[src/rtl/post80_pkg.sv]
package post80_pkg;
  localparam int unsigned P80_BYTE_W = 8;
endpackage

[src/rtl/p80_flag.sv]
// Sticky flag: set event has priority; clear honoured only when permitted.
module p80_flag (
  input  logic clk,
  input  logic rst_n,
  input  logic set_evt,
  input  logic clr_req,
  input  logic clr_ok,
  output logic flag
);
  always_ff @(posedge clk) begin
    if (!rst_n)                flag <= 1'b0;
    else if (set_evt)          flag <= 1'b1;
    else if (clr_req && clr_ok) flag <= 1'b0;
  end

  // a set event always leaves the flag high
  a_r7_r9_set: assert property (@(posedge clk) disable iff (!rst_n)
    set_evt |=> flag);
  // the flag only drops after a permitted clear request
  a_r7_r9_fall: assert property (@(posedge clk) disable iff (!rst_n)
    $fell(flag) |-> $past(clr_req && clr_ok && !set_evt));
endmodule

[src/rtl/p80_assembler.sv]
module p80_assembler
  import post80_pkg::*;
#(
  parameter int unsigned CODE_BYTES  = 4,
  parameter int unsigned DRAIN_DEPTH = 16
) (
  input  logic                        clk,
  input  logic                        rst_n,
  input  logic                        ent_valid,
  input  logic [P80_BYTE_W-1:0]       ent_byte,
  input  logic [$clog2(CODE_BYTES)-1:0] ent_lane,
  output logic                        ent_pop,
  output logic                        code_vld,
  output logic [P80_BYTE_W*CODE_BYTES-1:0] code_val,
  output logic [CODE_BYTES-1:0]       code_lanes,
  output logic                        partial_idle
);
  localparam int unsigned LANE_W = $clog2(CODE_BYTES);
  localparam int unsigned CODE_W = P80_BYTE_W * CODE_BYTES;
  localparam int unsigned CNT_W  = $clog2(DRAIN_DEPTH + 1);

  function automatic logic [CODE_W-1:0] lane_place(input logic [P80_BYTE_W-1:0] b,
                                                   input logic [LANE_W-1:0] l);
    lane_place = CODE_W'(b) << {l, 3'b000};
  endfunction

  function automatic logic [CODE_BYTES-1:0] lane_bit(input logic [LANE_W-1:0] l);
    lane_bit = CODE_BYTES'(1) << l;
  endfunction

  logic [CODE_W-1:0]     acc;
  logic [CODE_BYTES-1:0] mask;
  logic [CNT_W-1:0]      cnt;

  // Named internal events
  logic burst_full, start_new, drain_flush, emit;
  logic [CODE_W-1:0]     base_acc;
  logic [CODE_BYTES-1:0] base_mask;

  always_comb begin
    burst_full   = (cnt == CNT_W'(DRAIN_DEPTH));
    ent_pop      = ent_valid && !burst_full;
    partial_idle = (mask == '0);
    start_new    = ent_pop && (ent_lane == '0) && !partial_idle;
    drain_flush  = !ent_pop && !partial_idle;
    emit         = start_new || drain_flush;
    base_acc     = start_new ? '0 : acc;
    base_mask    = start_new ? '0 : mask;
  end

  always_ff @(posedge clk) begin
    if (!rst_n) begin
      acc        <= '0;
      mask       <= '0;
      cnt        <= '0;
      code_vld   <= 1'b0;
      code_val   <= '0;
      code_lanes <= '0;
    end else begin
      code_vld <= emit;
      if (emit) begin
        code_val   <= acc;
        code_lanes <= mask;
      end
      if (ent_pop) begin
        acc  <= base_acc | lane_place(ent_byte, ent_lane);
        mask <= base_mask | lane_bit(ent_lane);
        cnt  <= cnt + 1'b1;
      end else begin
        acc  <= '0;
        mask <= '0;
        cnt  <= '0;
      end
    end
  end

  // never consume from an empty FIFO
  a_r2_pop_needs_data: assert property (@(posedge clk) disable iff (!rst_n)
    ent_pop |-> ent_valid);
  // after a pop a partial code is always held
  a_r2_pop_holds: assert property (@(posedge clk) disable iff (!rst_n)
    ent_pop |=> !partial_idle);
  // lane-0 entry over a held code produces an output next cycle
  a_r3_lane0_flush: assert property (@(posedge clk) disable iff (!rst_n)
    (ent_pop && ent_lane == '0 && !partial_idle) |=> code_vld);
  // a pop-less cycle with a held code produces an output next cycle
  a_r4_drain_flush: assert property (@(posedge clk) disable iff (!rst_n)
    (!ent_pop && !partial_idle) |=> (code_vld && partial_idle));
  // a full burst window blocks the pop
  a_r6_burst_pause: assert property (@(posedge clk) disable iff (!rst_n)
    (cnt == CNT_W'(DRAIN_DEPTH)) |-> !ent_pop);
  // an emitted code always has at least one lane
  a_r10_lanes_nonzero: assert property (@(posedge clk) disable iff (!rst_n)
    code_vld |-> (code_lanes != '0));
endmodule

[src/rtl/post_code_reasm.sv]
module post_code_reasm #(
  parameter int unsigned CODE_BYTES  = 4,
  parameter int unsigned DRAIN_DEPTH = 16,
  localparam int unsigned LANE_W = $clog2(CODE_BYTES),
  localparam int unsigned CODE_W = 8 * CODE_BYTES
) (
  input  logic              clk,
  input  logic              rst_n,
  input  logic              fifo_nempty,
  input  logic [7:0]        fifo_byte,
  input  logic [LANE_W-1:0] fifo_lane,
  output logic              fifo_pop,
  input  logic              ovf_evt,
  input  logic              ovf_clr,
  input  logic              hwr_evt,
  input  logic              hwr_clr,
  output logic              code_vld,
  output logic [CODE_W-1:0] code_val,
  output logic [CODE_BYTES-1:0] code_lanes,
  output logic              ovf_sticky,
  output logic              ovf_err,
  output logic              hwr_pend
);
  logic partial_idle;
  logic drain_idle;

  p80_assembler #(.CODE_BYTES(CODE_BYTES), .DRAIN_DEPTH(DRAIN_DEPTH)) u_asm (
    .clk          (clk),
    .rst_n        (rst_n),
    .ent_valid    (fifo_nempty),
    .ent_byte     (fifo_byte),
    .ent_lane     (fifo_lane),
    .ent_pop      (fifo_pop),
    .code_vld     (code_vld),
    .code_val     (code_val),
    .code_lanes   (code_lanes),
    .partial_idle (partial_idle)
  );

  assign drain_idle = !fifo_nempty && partial_idle;

  p80_flag u_ovf (
    .clk     (clk),
    .rst_n   (rst_n),
    .set_evt (ovf_evt),
    .clr_req (ovf_clr),
    .clr_ok  (1'b1),
    .flag    (ovf_sticky)
  );

  p80_flag u_hwr (
    .clk     (clk),
    .rst_n   (rst_n),
    .set_evt (hwr_evt),
    .clr_req (hwr_clr),
    .clr_ok  (drain_idle),
    .flag    (hwr_pend)
  );

  always_ff @(posedge clk) begin
    if (!rst_n) ovf_err <= 1'b0;
    else        ovf_err <= ovf_evt;
  end

  // each error pulse traces back to an overflow event one cycle earlier
  a_r8_err_cause: assert property (@(posedge clk) disable iff (!rst_n)
    ovf_err |-> $past(ovf_evt));
  a_r8_err_follows: assert property (@(posedge clk) disable iff (!rst_n)
    ovf_evt |=> ovf_err);
  // a clear request while draining leaves the pending flag unchanged
  a_r9_clear_gated: assert property (@(posedge clk) disable iff (!rst_n)
    (hwr_pend && hwr_clr && !drain_idle) |=> hwr_pend);
endmodule

[config.mk]
export PLATFORM = sky130hd
export DESIGN_NAME = post_code_reasm
export DESIGN_NICKNAME = d
export VERILOG_FILES = /design/src/rtl/post80_pkg.sv /design/src/rtl/p80_flag.sv /design/src/rtl/p80_assembler.sv /design/src/rtl/post_code_reasm.sv
export SDC_FILE = /design/constraint.sdc
export NUM_CORES = 1
export LEC_CHECK = 0
export ABC_AREA = 0
export BUFFER_PORTS_ARGS = -buffer_cell sky130_fd_sc_hd__buf_2
export CORE_MARGIN = 2
export CORE_UTILIZATION = 59
export DETAILED_ROUTE_END_ITERATION = 16
export PLACE_DENSITY = 0.83
export SLEW_MARGIN = 15
export SYNTH_ARGS = -nofsm -noshare
export SYNTH_HDL_FRONTEND = slang
export SYNTH_SLANG_ARGS = --single-unit
[constraint.sdc]
create_clock -name clk -period 2.4 [get_ports clk]
set_clock_uncertainty 0.2 [all_clocks]
set_input_delay 0 -clock clk [delete_from_list [all_inputs] [get_ports clk]]
set_output_delay 0 -clock clk [all_outputs]
set_load 0.005 [all_outputs]
==> qor.txt <==
Hold Vio Cnt, Final - 0
Slew HR - 0.6238
CTS Buffer Depth - 2
dpl ws - 593.8 ps
area taken by flip-flops and latches - 1622 um2
Avg Cell Area, Syn - 8.855 um2
Die W - 79.22 um
WL final - 7.173 mm
Post-synth ARST share - 0
final instance area - 3980 um2
Synth Cell Area - 3338 um2
core region area - 5473 um2
number of synthesized flops with an enable pin - 0
Via Count - 2733
CP max FO - 10
setup violators final - 0
Yosys warning total - 0
Cells after Synth - 377
CTS tree - built
crit-path cells - nor4_4, a31oi_1, o21a_1, dlygate4sd3_1
syn nets - 396
#FFs+latches synth - 81
synth unique cells - 27
Reg2Reg Setup Slack - 260 ps
nets - 458
initial core utilization - 0.6100
Post-DP HPWL - 4.449 mm
kind of critical path - flop to flop
vias in the first global route - 2510
leakage power - 0.001637 uW
Slowest cell on crit path - nor4_4
# H-tree levels - 3
P&R area growth vs syn - 19.23%
DRC viols - 0
DR iter-0 viols - 174
worst-skew pair later-pin latency - 350 ps
gr ovfl total - 0
DR vias/cell - 5.297
total CTS buffers - 9
min Tclk post-route - 2137 ps
CP Capture Type - flop
first-pass GRT wire length - 11.90 mm
RSZ-0062 raised after global routing - no
routability congestion estimate - 0.7964
hold_ws - 16.51 ps
Cell Area, Placed - 3577 um2
I/O pins - 58
# rows - 27
max incr delay on CP - 560 ps
max cap viols - 0
type of the tightest min-delay check - input port to flop
Die H - 79.22 um
DR WL/cell - 13.90 um
share of post-route cells with drive strength above 1 - 0.1869
multi-input gate area in the final layout - 1505 um2
required time worst endpoint - 2450 ps
DRT antenna net count - 0
antenna violations before repair - 0
sequential fraction of the synthesis area - 0.4858
clock sinks - 81
DRT Pass-1 Iters - 5
Max Clk Rate - 468.0 MHz
Worst-path clk slew - 80 ps
die area - 6276 um2
final worst-path cycle share - 0.8903
Ant. Diodes - 0
Setup crit start kind - flop
Total GRT Usage - 0.2424
Worst Path Arrival - 2180 ps
peak supply drop - 0.0004796 V
status - completed
Root Buffer - clkbuf_8
final setup TNS - 0 ps
pwr dens - 710.7 nW/um2
final worst slack - 263.3 ps
Synth Flop Type - dfxtp_1
Worst-Margin Slew - 560.1 ps
port bufs - 57
Slew Limit Fails - 0
Filler cells - 433
largest net degree at the start of global routing - 45
Power, Total - 2829 uW
critical path: cells and delay by family, from the launching register on:
family / cells / cell delay, ps
AO/OA/AOI/OAI: 2 / 380
buffers and inverters: 1 / 550
flip-flops: 1 / 350
AND/OR/NAND/NOR: 1 / 560
timing repair:
item,4_1_cts,5_1_grt
buffers inserted,0,0
gates resized for setup,0,0
endpoints found under the hold margin,38,0
hold buffers,16,0
registers in the layout, summed over array words and instances, names as in the netlist:
register and flops:
u_asm.acc 32, u_asm.code_val 32, u_asm.cnt 5, u_asm.code_lanes 4, u_asm.mask 4, ovf_err 1
u_asm.code_vld 1, u_hwr.flag 1, u_ovf.flag 1
cell type report:
cell class | count | area share
clock buffer | 10 | 0.03458
clock inverter | 6 | 0.02641
multi-input combinational | 262 | 0.3782
inverter | 4 | 0.003772
sequential | 81 | 0.4074
tap | 72 | 0.02263
timing repair buffer | 81 | 0.1270
Yosys cell counts (3+ instances only):
cell type | n | area (um2)
mux2i_1 | 38 | 380.4
and2b_1 | 7 | 52.55
nand2_1 | 90 | 337.8
nand3_1 | 3 | 15.01
clkbuf_1 | 21 | 78.83
nor2_1 | 9 | 33.78
and2_1 | 3 | 18.77
buf_12 | 4 | 80.08
nor2b_1 | 10 | 62.56
a21oi_1 | 33 | 165.2
dfxtp_1 | 81 | 1622
o21ai_0 | 48 | 240.2
a21o_1 | 8 | 60.06
inv_1 | 4 | 15.01
final timing paths:
path                                         start                  to  cells after the start
worst max-delay path                 u_asm.mask[3]          u_hwr.flag                      4
worst min register to register  u_asm.code_val[14]  u_asm.code_val[14]                      2
worst min-delay path                  fifo_lane[0]       u_asm.mask[3]                      4
worst max register to register       u_asm.mask[3]          u_hwr.flag                      4
metal layers:
| metal | track usage | wire (um) | vias up |
|---|---|---|---|
| li1 | - | - | 1376 |
| met1 | 0.3140 | 3204 | 1290 |
| met2 | 0.3983 | 3517 | 52 |
| met3 | 0.03864 | 307 | 15 |
| met4 | 0.1103 | 143 | 0 |
| met5 | 0 | 0 | - |
cells by family (layout without fill, tap and decap cells):
kind of cell | Yosys count | after routing | share of synthesized area
flip-flops | 81 | 81 | 0.4858
AND/OR/NAND/NOR | 126 | 126 | 0.1694
adder cells (fa/ha/maj) | 2 | 2 | 0.007495
XOR/XNOR | 3 | 3 | 0.007873
AO/OA/AOI/OAI | 93 | 93 | 0.1522
buffers and inverters | 34 | 101 | 0.06335
multiplexers | 38 | 38 | 0.1139
power breakdown:
part / internal, uW / switching (uW) / total (uW)
sequential: 1370 / 18.1 / 1390
combinational: 104 / 143 / 247
clock: 714 / 480 / 1190
cells in the final DEF (no fill, tap or decap), types with 3 or more instances in the layout:
cell type and n:
a21o_1 8, a21oi_1 33, and2_1 3, and2b_1 7, buf_2 57, buf_4 8
bufinv_16 3, clkbuf_8 10, clkinv_2 3, dfxtp_1 81, dlygate4sd3_1 16, inv_1 4
mux2i_1 38, nand2_1 90, nand3_1 3, nor2_1 9, nor2b_1 10, o21ai_0 48
metrics by stage:
| step | std cells | utilization |
|---|---|---|
| 5_1_grt | 516 | 0.7273 |
| 3_5_place_dp | 484 | 0.6536 |
| 6_report | 516 | 0.7273 |
| 4_1_cts | 516 | 0.7273 |
| 3_3_place_gp | 484 | 0.6536 |
| 2_1_floorplan | 377 | - |
Power figures use the tool's default switching activity.
